`config.mk`:
```
export PLATFORM = sky130hd
export DESIGN_NAME = evt_dispatch
export DESIGN_NICKNAME = d
export VERILOG_FILES = /design/src/rtl/evt_pkg.sv /design/src/rtl/evt_arbiter.sv /design/src/rtl/evt_fifo.sv /design/src/rtl/evt_table.sv /design/src/rtl/evt_dispatch.sv
export SDC_FILE = /design/constraint.sdc
export NUM_CORES = 1
export LEC_CHECK = 0
export ABC_CLOCK_PERIOD_IN_PS = 3670
export BUFFER_PORTS_ARGS = -buffer_cell sky130_fd_sc_hd__buf_2
export CORE_MARGIN = 4
export CORE_UTILIZATION = 30
export DETAILED_ROUTE_END_ITERATION = 8
export PLACE_DENSITY = 0.42
export SLEW_MARGIN = 0
export SYNTH_ARGS = -nofsm -noshare
export SYNTH_HDL_FRONTEND = slang
export SYNTH_HIERARCHICAL = 1
export SYNTH_SLANG_ARGS = --single-unit
```
`constraint.sdc`:
```
create_clock -name clk -period 3.67 [get_ports clk]
set_input_delay 0.1835 -clock clk [delete_from_list [all_inputs] [get_ports clk]]
set_output_delay 0.1835 -clock clk [all_outputs]
set_load 0.01 [all_outputs]
```
`src/rtl/evt_pkg.sv`:
```
package evt_pkg;
  localparam int NUM_EVT = 5;
  localparam int EVT_W   = $clog2(NUM_EVT);

  typedef enum logic [1:0] {
    ST_WAIT  = 2'd0,
    ST_ISSUE = 2'd1,
    ST_RUN   = 2'd2
  } disp_st_e;
endpackage

```
`src/rtl/evt_arbiter.sv`:
```
module evt_arbiter #(
  parameter int N  = 5,
  parameter int IW = 3
) (
  input  logic          clk,
  input  logic          rst_n,
  input  logic [N-1:0]  req,
  input  logic          take,
  output logic          grant_valid,
  output logic [IW-1:0] grant_idx,
  output logic [N-1:0]  pend_q
);
  function automatic logic [IW-1:0] lowest_set(input logic [N-1:0] v);
    logic [IW-1:0] r;
    r = '0;
    for (int i = N - 1; i >= 0; i--) begin
      if (v[i]) r = IW'(i);
    end
    return r;
  endfunction

  logic [N-1:0] clear_mask;

  assign grant_valid = |pend_q;
  assign grant_idx   = lowest_set(pend_q);

  always_comb begin
    clear_mask = '0;
    if (take && grant_valid) clear_mask[grant_idx] = 1'b1;
  end

  always_ff @(posedge clk) begin
    if (!rst_n) pend_q <= '0;
    else        pend_q <= (pend_q & ~clear_mask) | req;
  end

  // nothing of a lower code is pending when a grant is given
  assert_lowest_first_R3: assert property (@(posedge clk) disable iff (!rst_n)
    grant_valid |-> ((pend_q & ((N'(1) << grant_idx) - N'(1))) == '0));

  generate
    for (genvar g = 0; g < N; g++) begin : g_hold
      // a pending request is never lost until it is moved to the queue
      assert_pending_kept_R5: assert property (@(posedge clk) disable iff (!rst_n)
        (pend_q[g] && !(take && grant_idx == IW'(g))) |=> pend_q[g]);
    end
  endgenerate
endmodule

```
`src/rtl/evt_fifo.sv`:
```
module evt_fifo #(
  parameter int DEPTH = 8,
  parameter int W     = 3
) (
  input  logic         clk,
  input  logic         rst_n,
  input  logic         push,
  input  logic [W-1:0] din,
  input  logic         pop,
  output logic [W-1:0] dout,
  output logic         empty,
  output logic         full
);
  localparam int PTR_W = (DEPTH > 1) ? $clog2(DEPTH) : 1;
  localparam int CNT_W = $clog2(DEPTH + 1);

  logic [W-1:0]     mem [DEPTH];
  logic [PTR_W-1:0] wr_ptr, rd_ptr;
  logic [CNT_W-1:0] count;
  logic             do_push, do_pop;

  function automatic logic [PTR_W-1:0] ptr_next(input logic [PTR_W-1:0] p);
    return (p == PTR_W'(DEPTH - 1)) ? '0 : p + PTR_W'(1);
  endfunction

  assign empty   = (count == '0);
  assign full    = (count == CNT_W'(DEPTH));
  assign do_pop  = pop && !empty;
  assign do_push = push && (!full || do_pop);
  assign dout    = mem[rd_ptr];

  always_ff @(posedge clk) begin
    if (!rst_n) begin
      wr_ptr <= '0;
      rd_ptr <= '0;
      count  <= '0;
    end else begin
      if (do_push) begin
        mem[wr_ptr] <= din;
        wr_ptr      <= ptr_next(wr_ptr);
      end
      if (do_pop) rd_ptr <= ptr_next(rd_ptr);
      count <= count + CNT_W'(do_push) - CNT_W'(do_pop);
    end
  end

  // the producer never pushes into a full queue that is not draining
  assert_no_overflow_R5: assert property (@(posedge clk) disable iff (!rst_n)
    (full && !pop) |-> !push);

  // occupancy never exceeds the depth
  assert_depth_bound_R5: assert property (@(posedge clk) disable iff (!rst_n)
    count <= CNT_W'(DEPTH));
endmodule

```
`src/rtl/evt_table.sv`:
```
module evt_table #(
  parameter int N  = 5,
  parameter int IW = 3,
  parameter int AW = 16
) (
  input  logic          clk,
  input  logic          rst_n,
  input  logic          we,
  input  logic [IW-1:0] widx,
  input  logic [AW-1:0] wdata,
  input  logic [IW-1:0] ridx,
  output logic [AW-1:0] rdata
);
  logic [AW-1:0] entry [N];

  generate
    for (genvar g = 0; g < N; g++) begin : g_entry
      always_ff @(posedge clk) begin
        if (!rst_n)                         entry[g] <= '0;
        else if (we && widx == IW'(g))      entry[g] <= wdata;
      end
    end
  endgenerate

  assign rdata = (int'(ridx) < N) ? entry[ridx] : '0;
endmodule

```
`src/rtl/evt_dispatch.sv`:
```
module evt_dispatch #(
  parameter int NUM_EVT = evt_pkg::NUM_EVT,
  parameter int EVT_W   = evt_pkg::EVT_W,
  parameter int ADDR_W  = 16,
  parameter int QDEPTH  = 8
) (
  input  logic               clk,
  input  logic               rst_n,
  input  logic [NUM_EVT-1:0] evt_req,
  input  logic               tbl_we,
  input  logic [EVT_W-1:0]   tbl_idx,
  input  logic [ADDR_W-1:0]  tbl_data,
  output logic               fetch_valid,
  output logic [ADDR_W-1:0]  fetch_addr,
  output logic [EVT_W-1:0]   fetch_evt,
  input  logic               fetch_ready,
  input  logic               prog_done
);
  import evt_pkg::*;

  disp_st_e           st_q;
  logic               arb_valid, q_push, q_pop, q_empty, q_full;
  logic [EVT_W-1:0]   arb_idx, q_head;
  logic [NUM_EVT-1:0] pend_q;
  logic [ADDR_W-1:0]  tbl_rdata;
  logic               handshake;

  // named internal events for the checks
  assign q_pop     = (st_q == ST_WAIT) && !q_empty;
  assign q_push    = arb_valid && (!q_full || q_pop);
  assign handshake = fetch_valid && fetch_ready;

  evt_arbiter #(.N(NUM_EVT), .IW(EVT_W)) u_arb (
    .clk(clk), .rst_n(rst_n), .req(evt_req), .take(q_push),
    .grant_valid(arb_valid), .grant_idx(arb_idx), .pend_q(pend_q)
  );

  evt_fifo #(.DEPTH(QDEPTH), .W(EVT_W)) u_q (
    .clk(clk), .rst_n(rst_n), .push(q_push), .din(arb_idx), .pop(q_pop),
    .dout(q_head), .empty(q_empty), .full(q_full)
  );

  evt_table #(.N(NUM_EVT), .IW(EVT_W), .AW(ADDR_W)) u_tbl (
    .clk(clk), .rst_n(rst_n), .we(tbl_we), .widx(tbl_idx), .wdata(tbl_data),
    .ridx(q_head), .rdata(tbl_rdata)
  );

  always_ff @(posedge clk) begin
    if (!rst_n) begin
      st_q       <= ST_WAIT;
      fetch_addr <= '0;
      fetch_evt  <= '0;
    end else begin
      unique case (st_q)
        ST_WAIT: if (q_pop) begin
          fetch_evt  <= q_head;
          fetch_addr <= tbl_rdata;
          st_q       <= ST_ISSUE;
        end
        ST_ISSUE: if (fetch_ready) st_q <= ST_RUN;
        ST_RUN:   if (prog_done)   st_q <= ST_WAIT;
        default:  st_q <= ST_WAIT;
      endcase
    end
  end

  assign fetch_valid = (st_q == ST_ISSUE);

  // command held steady until accepted
  assert_hold_cmd_R7: assert property (@(posedge clk) disable iff (!rst_n)
    (fetch_valid && !fetch_ready) |=> (fetch_valid && $stable(fetch_addr) && $stable(fetch_evt)));

  // an accepted fetch is not followed by another one in the next cycle
  assert_single_prog_R6: assert property (@(posedge clk) disable iff (!rst_n)
    handshake |=> !fetch_valid);

  // while running, the queue is not drained
  assert_no_pop_running_R6: assert property (@(posedge clk) disable iff (!rst_n)
    (st_q == ST_RUN && !prog_done) |=> !fetch_valid);

  // a fetch only follows an event that was queued
  assert_fetch_has_cause_R1: assert property (@(posedge clk) disable iff (!rst_n)
    $rose(fetch_valid) |-> $past(q_pop));
endmodule

```
After elaboration in Yosys (flattened, before gate mapping)
Memories as Yosys holds them, arrays and structs flattened. A register that Yosys moved wholly into a read port is not among the register bits.
Index checks and enable logic that the tools add are counted.
{ "op_classes": {"bitwise": 8, "n_eq_ne": 12, "order_cmp": 3, "n_mux": 41, "add_sub_neg": 4, "n_reduce_logical": 21} }
{ "ops": {"columns": ["cell", "n"], "rows": [
  ["$mux 16", 6],
  ["$mux 3", 9],
  ["$mux 1", 20],
  ["$logic_and 1x1->1", 11],
  ["$eq 3x3->1 const B", 3],
  ["$add 3x1->3 const B", 2],
  ["$eq 3x2->1 const B", 2],
  ["$mux 2", 3],
  ["$pmux 2 s3", 1],
  ["$and 5x5->5", 1],
  ["$mux 5", 1],
  ["$not 5->5", 1],
  ["$or 1x1->1", 5],
  ["$or 5x5->5", 1],
  ["$reduce_or 5->1", 1],
  ["$add 4x1->4", 1],
  ["$eq 4x4->1 const B", 1],
  ["$logic_not 4->1", 1],
  ["$lt 3x4->1 const B", 1],
  ["$ne 2x2->1 const B", 2],
  ["$sub 4x1->4", 1],
  ["$demux 1 s3", 1],
  ["$eq 3x1->1 const B", 1],
  ["$ge 3x1->1 const B", 1],
  ["10 further kinds", 12]
]} }
{ "word_totals": {"ff_bits": 36, "mem_count": 2, "out_inout_bits": 20, "ram_bits": 104, "inputBits": 29, "elab_cells": 98} }
{ "memory_table": {"columns": ["name", "words", "word_bits", "read_ports", "rd_clocked_by_memory_dff", "wr", "line_no", "source"], "rows": [
  ["u_tbl.entry", 5, 16, 1, 0, 5, "evt_table.sv:14", "logic [AW-1:0] entry [N];"],
  ["u_q.mem", 8, 3, 1, 1, 1, "evt_fifo.sv:17", "logic [W-1:0] mem [DEPTH];"]
]} }

Depth between registers and ports, before layout
Gate-level depths: netlist of the first run.
{ "logic_depth": {"ltp_word": 13, "ltp_mapped": 14, "mapped_depth_nobuf": 13} }

Cells and area by module
Netlist of the first run, hierarchy kept.
{ "by_module_without_submodules": {"columns": ["mod", "cells_per_inst", "n_inst", "seq_area_each_um2", "area_per_inst_um2"], "rows": [
  ["evt_table", 256, 1, 2402.3, 3753.6],
  ["evt_fifo", 127, 1, 980.9, 1700.4],
  ["evt_dispatch", 93, 1, 420.4, 869.6],
  ["evt_arbiter", 27, 1, 100.1, 227.7]
]} }

Worst setup path after synthesis of the first run
OpenSTA, ideal clock, no wires.
{ "synth_timing": {"path_type": "flip-flop to flip-flop", "start": "register u_q.count[2]", "end": "memory u_q.mem[0][0] (enable)", "period_less_slack_ns": 2.664, "required_ns": 3.299, "setup_time_ns": 0.371, "path_stages_with_launch": 11, "slack_ns": 1.006, "n_path_buf": 1, "t_arrival_ns": 2.293, "path_cell_list": "dfxtp_1 -> inv_1 -> ha_1 -> or3b_1 -> inv_1 -> nor3_4 -> buf_6 -> o21a_1 -> nand2_1 -> or2_2 -> nor4_1"} }
{ "synth_via": {"elab_chain_len": 9, "elab_cells_between_ends": 13, "classes_between": "eq/ne: 1; mux: 3; reduce/logical: 9"} }
{ "synth_rtl": {"columns": ["element", "line_no", "source"], "rows": [
  ["start: declaration", "evt_fifo.sv:19", "logic [CNT_W-1:0] count;"],
  ["start signal: assignment", "evt_fifo.sv:43", "count <= count + CNT_W'(do_push) - CNT_W'(do_pop);"],
  ["$logic_not 4->1", "evt_fifo.sv:26", "assign empty = (count == '0);"],
  ["named net q_empty", "evt_dispatch.sv:22", "logic arb_valid, q_push, q_pop, q_empty, q_full;"],
  ["$logic_not 1->1", "evt_dispatch.sv:29", "assign q_pop = (st_q == ST_WAIT) && !q_empty;"],
  ["$logic_and 1x1->1", "evt_dispatch.sv:29", null],
  ["named net q_pop", "evt_dispatch.sv:22", null],
  ["$logic_or 1x1->1", "evt_dispatch.sv:30", "assign q_push = arb_valid && (!q_full || q_pop);"],
  ["$logic_and 1x1->1", "evt_dispatch.sv:30", null],
  ["named net q_push", "evt_dispatch.sv:22", null],
  ["$logic_and 1x1->1", "evt_fifo.sv:29", "assign do_push = push && (!full || do_pop);"],
  ["$mux 1", "evt_fifo.sv:38", "if (do_push) begin"],
  ["$mux 1", "evt_fifo.sv:33", "if (!rst_n) begin"],
  ["$mux 1 (not written as such)", "evt_fifo.sv:39", "mem[wr_ptr] <= din;"],
  ["end: declaration", "evt_fifo.sv:17", null]
]} }
The timed path passes the listed nets, and every way through them passes these cells.

==> results.toml, run 1 <==
[outcome]
outcome = "finished, final reports clean"

[synthesis]
async_flop_share_pct = 0
syn_area_per_cell_um2 = 13.0
syn_nets = 542
synth_warnings = 6
yosys_most_used_dff = "edfxtp_1"
synth_cell_type_count = 56
ys_seq_area_share_pct = 59.6
synth_edf_count = 104
syn_area_um2 = 6550
synth-seq-cells = 143
syn_inst = 503

[place]
gp_congestion = 0.744
placed_cell_area_um2 = 7060
dp_hpwl_um = 10500
port_buffers = 48

[final_layout]
diodes = 0
final_nets = 597
area_growth_pct = 17.3
final_layout_size_suffix_gt1_share_pct = 24.2
stdcell_area_um2 = 7680

[cts]
tritoncts = "built"
h-tree-depth = 4
clk_latency_ps = 410
cts_root_buffer = "clkbuf_16"
clk_path_buf_depth = 2
path_clk_slew_ps = 60
cts_sinks = 143
cts_made_buffers = 17

[worst_setup_path]
crit_family = "multiplexers"
crit_chain = "mux4_2 -> mux2_2 -> nor3b_4 -> a22oi_1 -> o21ai_1 -> nand2_1 -> mux2i_1"
critPathMaxStageDelay_ps = 710
rr_worst_depth = 7
regToRegSetupSlack_ps = 690
arrival_ps = 3320
critPathMaxFanout = 19
critPathCapture = "fetch_addr[0]$_SDFFE_PN0P_"
path_class = "flip-flop to flip-flop"
r2r-end = "fetch_addr[0]$_SDFFE_PN0P_"
worst_setup_path_end_kind = "flip-flop"
crit_cells = 7
cp.required_ps = 4010
crit_buf_inv = 0
cpMaxStageDelayCell = "nor3b_4"
start_kind = "flip-flop"

[grt]
grt-ovfl-total = 0
grtUsageMet3_pct = 3.52
grt_max_degree = 70
grt_usage_pct = 13.1
grt_use_met2_pct = 21.3
met1_usage_pct = 17.2
grt_pass1_wl_um = 23800
antenna_found_initial = 0
grt_pass1_vias = 4084
grt-busiest-layer = "met2"

[power]
vdd_ir_drop_max_uv = 247
cellLeakagePower_nw = 2.93
p_per_area_nw_per_um2 = 718

[routing]
firstDrtPassIters = 4
wirelength_um = 15100
wl_per_cell_um = 17.9
viasPerCell = 4.68
drc_errors = 0
ant_nets = 0
drt_iter0_drc = 257
vias = 3957

[floorplanning]
die_h_um = 156
fp-row-count = 53
initial_core_util_pct = 30.9
core_area_um2 = 21200
boundaryPins = 49
fp.dieW_um = 156
die-area_um2 = 24300

[sta]
rsz0062_at_grt = "false"
setup_viol = 0
worst_pin_slew_ps = 1020
fmax_mhz = 336
drv_slew = 0
min_period_ps = 2980
clock_skew_ps = 9.41
finalSetupTns_ps = 0
fin_crit_sh_pct = 81.2
max-slew-margin-rel_pct = 31.9
hold_violations = 0

[job]
cap_violations = 0

[hold_path]
worstHoldPathType = "input port to flip-flop"
synth_stat cells, drive strengths merged (3+ instances only):
library cell | count | area share (%)
nor2b | 5 | 0.48
ha | 9 | 1.7
nor4 | 4 | 0.71
nor3 | 10 | 1.2
mux2i | 39 | 6.0
dfxtp | 39 | 12
o21a | 3 | 0.34
and2 | 84 | 8.1
o21ai | 9 | 0.69
a221o | 15 | 2.3
nand2 | 52 | 3.0
inv | 14 | 0.80
nor2 | 23 | 1.4
a21oi | 3 | 0.23
mux4 | 6 | 2.1
edfxtp | 104 | 48
or3b | 3 | 0.40
nand4 | 3 | 0.29
buf | 17 | 2.0
nand2b | 9 | 0.90
mux2 | 20 | 4.0
clkbuf | 7 | 0.44
worst register-to-register path, cell delays in order (launching register included):
cell,delay (ps)
dfxtp_1,550
mux4_2,550
mux2_2,520
nor3b_4,720
a22oi_1,200
o21ai_1,160
nand2_1,80
mux2i_1,140
report_power, final:
part,internal (mW),total [mW],switching (mW)
combinational,0.708,1.59,0.883
sequential,1.98,2.15,0.169
clock,1.09,1.78,0.688
total,3.78,5.52,1.74
logic make-up after synthesis:
logic type      synth area share, %
compound gates                 5.23
xor+xnor                      0.134
fa+ha+maj                      2.02
buf+inv                        3.36
flops                          59.6
mux                            12.0
simple gates                   17.7
cell type report:
cell class                      instances  area [µm²]
Fill cell                            2089       13500
Sequential cell                       143        3900
Multi-Input combinational cell        321        2440
Clock buffer                           19         443
Tap cell                              275         344
Timing Repair Buffer                   60         335
Clock inverter                         13         160
Inverter                               15        61.3
flip-flops by register name, summed over array words and instances (netlist names), named ones only:
signal        count
fetch_addr       16
u_q/wr_ptr        3
u_tbl/entry      80
u_arb/pend_q      5
u_q/rd_ptr        3
fetch_evt         3
u_q/count         4
u_q/mem          24
st_q              2
stage by stage:
stage / power [mW] / hold WS (ps) / setup slack [ps] / utilization [%] / std cells
floorplan: 3.34 / 301 / 1010 / - / 503
global placement: 3.80 / 434 / 683 / 33.3 / 812
detailed placement: 3.82 / 437 / 643 / 33.3 / 812
CTS: 5.61 / 17.7 / 621 / 36.2 / 846
global route: 5.86 / 16.8 / 425 / 36.2 / 846
finish: 5.52 / 43.2 / 691 / 36.2 / 846
how the worst min path moves through the flow:
stage                                  to  depth (start not counted)        from  slack [ps]
4_1_cts        u_arb/pend_q[2]$_SDFF_PN0_                          3  evt_req[2]          20
3_5_place_dp   u_arb/pend_q[0]$_SDFF_PN0_                          2  evt_req[0]         440
3_3_place_gp   u_arb/pend_q[0]$_SDFF_PN0_                          2  evt_req[0]         430
2_1_floorplan  u_arb/pend_q[0]$_SDFF_PN0_                          1       rst_n         300
5_1_grt        u_arb/pend_q[2]$_SDFF_PN0_                          3  evt_req[2]          20
6_report       u_arb/pend_q[4]$_SDFF_PN0_                          3  evt_req[4]          40
layout by cell type (no fill, tap or decap), drive strengths merged, types with 3 or more instances in the layout:
master	count
mux2i	39
bufinv	3
clkbuf	19
a21oi	3
mux4	6
nand2b	9
ha	9
edfxtp	104
buf	58
o21a	3
nand4	3
dfxtp	39
nor2	23
clkinv	6
o21ai	9
inv	17
nor2b	5
a221o	15
nor4	4
or3b	3
nor3	10
nand2	52
mux2	20
and2	84
routing by layer:
layer  wire length [µm]  vias up
met5                  0        -
met4                133        0
met3                754       11
met2               7190       89
met1               7050     1932
li1                   -     1925
timing repair:
action / in CTS / in global routing
setup buffers: 0 / 0
endpoints found under the hold margin: 2 / 0
resized for setup: 0 / 0
hold buffers: 2 / 0
Note: power is estimated with default switching activity, not from simulation.
==> run 2, diff against run 1 <==
- ABC_CLOCK_PERIOD_IN_PS: 3670 -> 2700
- PLACE_DENSITY: 0.42 -> 0.43
- clock period: 3.67 -> 2.7 ns (I/O delays scaled with it)
==> results.toml, run 2 (synthesis gave the netlist of run 1 again) <==
[sta]
hold_violations = 0
rsz0062_at_grt = "false"
worst_slack_ps = 177
fin_crit_sh_pct = 93.4
fmax_mhz = 396
finalSetupTns_ps = 0
max-slew-margin-rel_pct = 49.2
drv_slew = 0
setup_viol = 0
hold_ws_ps = 20.4
min_period_ps = 2520
worst_pin_slew_ps = 762
clock_skew_ps = 9.79

[hold_path]
hold_path_end = "st_q[1]$_SDFFE_PN0P_"
worstHoldPathType = "input port to flip-flop"
hp-start = "fetch_ready"
whs_path_depth = 3

[place]
gp_congestion = 0.726
dpl_worst_slack_ps = 31.8
port_buffers = 48
dp_hpwl_um = 10800

[floorplanning]
die_h_um = 156
die-area_um2 = 24300
boundaryPins = 49
core_area_um2 = 21200
initial_core_util_pct = 30.9
fp.dieW_um = 156
fp-row-count = 53

[cts]
path_clk_slew_ps = 60
clk_path_buf_depth = 2
clk_latency_ps = 420
cts_root_buffer = "clkbuf_16"
cts_sinks = 143
tritoncts = "built"
cts_made_buffers = 17
h-tree-depth = 4

[routing]
firstDrtPassIters = 4
vias = 4027
ant_nets = 0
wirelength_um = 15900
drt_iter0_drc = 213
viasPerCell = 4.63
wl_per_cell_um = 18.2
drc_errors = 0

[worst_setup_path]
start_kind = "flip-flop"
crit_buf_inv = 2
r2r-end = "fetch_addr[11]$_SDFFE_PN0P_"
cpMaxStageDelayCell = "mux4_2"
crit_family = "multiplexers"
critPathMaxStageDelay_ps = 510
rr_worst_depth = 9
path_class = "flip-flop to flip-flop"
regToRegSetupSlack_ps = 180
worst_setup_path_end_kind = "flip-flop"
crit_top_cell = "mux2i_1"
arrival_ps = 2830
crit_chain = "buf_4 -> mux4_2 -> mux2_2 -> buf_12 -> mux2i_1 -> nor2_1 -> a221o_1 -> nand2_1 -> mux2i_1"
critPathMaxFanout = 12
cp.required_ps = 3000

[final_layout]
final_nets = 620
area_growth_pct = 23.3
final_cell_mix = "104 x edfxtp_1, 78 x and2_1, 52 x nand2_1, 48 x buf_2, 39 x mux2i_1"
largest-register = "u_tbl/entry"
largest_reg_flops = 80
largestRegisters = "u_tbl/entry x80, u_q/mem x24, fetch_addr x16"
final_common_cell = "edfxtp_1"
diodes = 0
final_layout_size_suffix_gt1_share_pct = 28.1

[power]
cellLeakagePower_nw = 3.12
p_per_area_nw_per_um2 = 1020
vdd_ir_drop_max_uv = 379

[grt]
grt_usage_pct = 13.7
grt_max_degree = 38
grt_pass1_wl_um = 24800
grt_pass1_vias = 4281
grt-ovfl-total = 0
antenna_found_initial = 0

[outcome]
outcome = "finished, final reports clean"

[job]
cap_violations = 0
## run 2: cell types whose count changed in the layout (fill, tap and decap cells not counted), sizes merged
| cell | before | now |
|---|---|---|
| buf | 58 | 78 |
| clkinvlp | 2 | 1 |
| bufinv | 3 | 8 |
| dlygate4sd3 | 2 | 5 |
| clkinv | 6 | 3 |
| inv | 17 | 14 |
| clkbuf | 19 | 21 |
## run 2: layout make-up
type,count,area [µm²]
inverter,15,61.3
clock inverter,11,262
clock buffer,21,450
tap,275,344
timing repair buffer,83,578
multi-input combinational,321,2480
fill,2067,13100
sequential,143,3910
## run 2: worst max path at each step
stage	from	endpoint	slack [ps]	cells past startpoint
2_1_floorplan	u_q/count[2]$_SDFF_PN0_	u_q/mem[0][0]$_DFFE_PP_	40	10
3_3_place_gp	u_q/count[2]$_SDFF_PN0_	u_q/mem[0][1]$_DFFE_PP_	130	11
3_5_place_dp	u_q/count[2]$_SDFF_PN0_	u_q/mem[0][2]$_DFFE_PP_	30	11
4_1_cts	u_q/count[2]$_SDFF_PN0_	u_q/mem[4][1]$_DFFE_PP_	10	11
5_1_grt	u_q/count[3]$_SDFF_PN0_	u_q/count[2]$_SDFF_PN0_	0.4	13
6_report	flip-flop	fetch_addr[11]$_SDFFE_PN0P_	180	9
## run 2: per-layer routing
| metal | up-vias | part of all wire, % | global-route usage (%) |
|---|---|---|---|
| li1 | 1970 | - | - |
| met5 | - | 0 | 0 |
| met4 | 0 | 1.1 | 4.17 |
| met3 | 11 | 3.9 | 3.16 |
| met2 | 73 | 49 | 22.9 |
| met1 | 1973 | 46 | 17.8 |
## run 2: what timing repair did
action / 4_1_cts / 5_1_grt
hold buffers: 5 / 0
gates resized for setup: 1 / 12
pin swaps: 0 / 4
endpoints found under the hold margin: 5 / 0
endpoints found under the setup margin: 1 / 20
buffers inserted: 0 / 1
## run 2: worst register-to-register path: cells and delay by family, from the launching register on
family | cells | cell delay (ps)
AO/OA/AOI/OAI | 1 | 310
buffers and inverters | 2 | 380
flip-flops | 1 | 350
multiplexers | 4 | 1240
AND/OR/NAND/NOR | 2 | 140
## run 2: where the power goes
group | leakage (nW) | internal (mW) | total [mW] | switching, mW
clock | 0.341 | 1.94 | 2.83 | 0.887
sequential | 1.32 | 2.69 | 2.92 | 0.223
combinational | 1.46 | 1.18 | 2.49 | 1.31
total | 3.12 | 5.82 | 8.24 | 2.42
## run 2: through the flow
step | utilization [%] | instances | area (µm²) | total power, mW
after floorplan | - | 503 | 6550 | 4.55
after global placement | 34.2 | 831 | 7270 | 5.41
after detailed placement | 34.2 | 831 | 7270 | 5.44
after CTS | 37.9 | 868 | 8040 | 8.30
after global routing | 38.1 | 869 | 8080 | 8.70
final | 38.1 | 869 | 8080 | 8.24
==> run 3, diff against run 2 <==
- CORE_MARGIN: 4 -> 1
==> results.toml, run 3 (synthesis gave the netlist of run 1 again) <==
[cts]
path_clk_slew_ps = 60
cts_made_buffers = 17
tritoncts = "built"
h-tree-depth = 4
cts_sinks = 143
cts_root_buffer = "clkbuf_16"
clk_latency_ps = 420
clk_path_buf_depth = 2

[routing]
routed.top_layer = "met4"
wl_met2_um = 7610
firstDrtPassIters = 4
ant_nets = 0
vias = 4060
wl_met3_um = 403
wl_per_cell_um = 17.8
drt_iter0_drc = 151
wirelength_um = 15600
wl_met1_um = 7360
drc_errors = 0
viasPerCell = 4.64

[sta]
fin_crit_sh_pct = 95.3
max-slew-margin-rel_pct = 49.0
drv_slew = 0
clock_skew_ps = 12.3
fmax_mhz = 389
hold_violations = 0
rsz0062_at_grt = "false"
hold_ws_ps = 31.0
min_period_ps = 2570
worst_pin_slew_ps = 765
finalSetupTns_ps = 0
setup_viol = 0

[worst_setup_path]
crit_chain = "inv_2 -> ha_1 -> or3b_1 -> clkinv_4 -> inv_1 -> o21a_1 -> buf_4 -> mux2i_1 -> ha_2 -> inv_1 -> fa_1 -> xnor2_1 -> and2_1"
critPathMaxStageDelay_ps = 420
start_kind = "flip-flop"
crit_family = "adder cells"
worst_setup_path_end_kind = "flip-flop"
path_class = "flip-flop to flip-flop"
startpoint = "u_q/count[2]$_SDFF_PN0_"
crit_top_cell = "inv_1"
critPathMaxFanout = 4
r2r-start = "u_q/count[2]$_SDFF_PN0_"
crit_buf_inv = 5
cp.required_ps = 3020
arrival_ps = 2890
cpMaxStageDelayCell = "or3b_1"

[grt]
grt_pass1_wl_um = 24100
grt_pass1_vias = 4171
grt-ovfl-total = 0
grt_usage_pct = 14.8
grt_max_degree = 45
antenna_found_initial = 0

[floorplanning]
boundaryPins = 49
core_area_um2 = 21200
fp-row-count = 53
die-area_um2 = 22400
die_h_um = 150
fp.dieW_um = 150
initial_core_util_pct = 30.9

[final_layout]
final_layout_size_suffix_gt1_share_pct = 28.7
final_cell_mix = "104 x edfxtp_1, 77 x and2_1, 52 x nand2_1, 48 x buf_2"
diodes = 0
instances_no_fill = 875
largest-register = "u_tbl/entry"
final_common_cell = "edfxtp_1"
largestRegisters = "u_tbl/entry x80, u_q/mem x24, fetch_addr x16"
final_nets = 626
largest_reg_flops = 80
area_growth_pct = 20.9
utilization_pct = 37.3

[power]
vdd_ir_drop_max_uv = 384
p_total_mw = 7.55
cellLeakagePower_nw = 3.05
p_per_area_nw_per_um2 = 953

[hold_path]
hp-start = "fetch_ready"
worstHoldPathType = "input port to flip-flop"

[job]
cap_violations = 0

[outcome]
outcome = "finished, final reports clean"

[place]
dp_hpwl_um = 10300
gp_congestion = 0.744
place_inst = 833
port_buffers = 48
run 3: what timing repair did:
action / in CTS / in global routing
endpoints found under the setup margin: 6 / 24
hold buffers: 6 / 0
hold endpoints to repair: 5 / 0
resized for setup: 2 / 14
buffers inserted: 0 / 4
gates cloned: 0 / 0
pin swaps: 0 / 4
run 3: worst paths after layout:
check                                                   to  slack (ps)  cells after the start
worst min register to register  fetch_addr[8]$_SDFFE_PN0P_         460                      2
worst max register to register     u_q/count[2]$_SDFF_PN0_         130                     13
worst max-delay path               u_q/count[2]$_SDFF_PN0_         130                     13
worst min-delay path                  st_q[0]$_SDFFE_PN0P_          30                      3
run 3: layout make-up:
| type | instances | area, µm² |
|---|---|---|
| fill | 2104 | 13300 |
| sequential | 143 | 3900 |
| multi-input combinational | 321 | 2480 |
| timing repair buffer | 89 | 579 |
| clock buffer | 18 | 429 |
| tap | 275 | 344 |
| clock inverter | 14 | 119 |
| inverter | 15 | 63.8 |
run 3: power by group:
part	leakage (nW)	switching, mW	total [mW]	internal, mW
Sequential	1.31	0.228	2.92	2.69
Combinational	1.48	1.28	2.44	1.16
Clock	0.261	0.926	2.19	1.26
Total	3.05	2.43	7.55	5.11
run 3: stage by stage:
| stage | instance area, µm² | worst slack [ps] |
|---|---|---|
| 5_1_grt | 7920 | 22.9 |
| 3_3_place_gp | 7230 | 64.5 |
| 2_1_floorplan | 6550 | 36.2 |
| 3_5_place_dp | 7230 | 48.1 |
| 4_1_cts | 7850 | 11.0 |
| 6_report | 7920 | 126 |
run 3: layer usage:
metal | GRT usage [%] | vias to the layer above
met4 | 4.60 | 0
met5 | 0 | -
met2 | 25.0 | 53
li1 | - | 1981
met1 | 19.0 | 2009
met3 | 3.11 | 17
run 3: tightest hold or removal path: cells and delay by family:
kind | cells | cell delay (ps)
buffers and inverters | 1 | 100
multiplexers | 1 | 140
AND/OR/NAND/NOR | 1 | 40
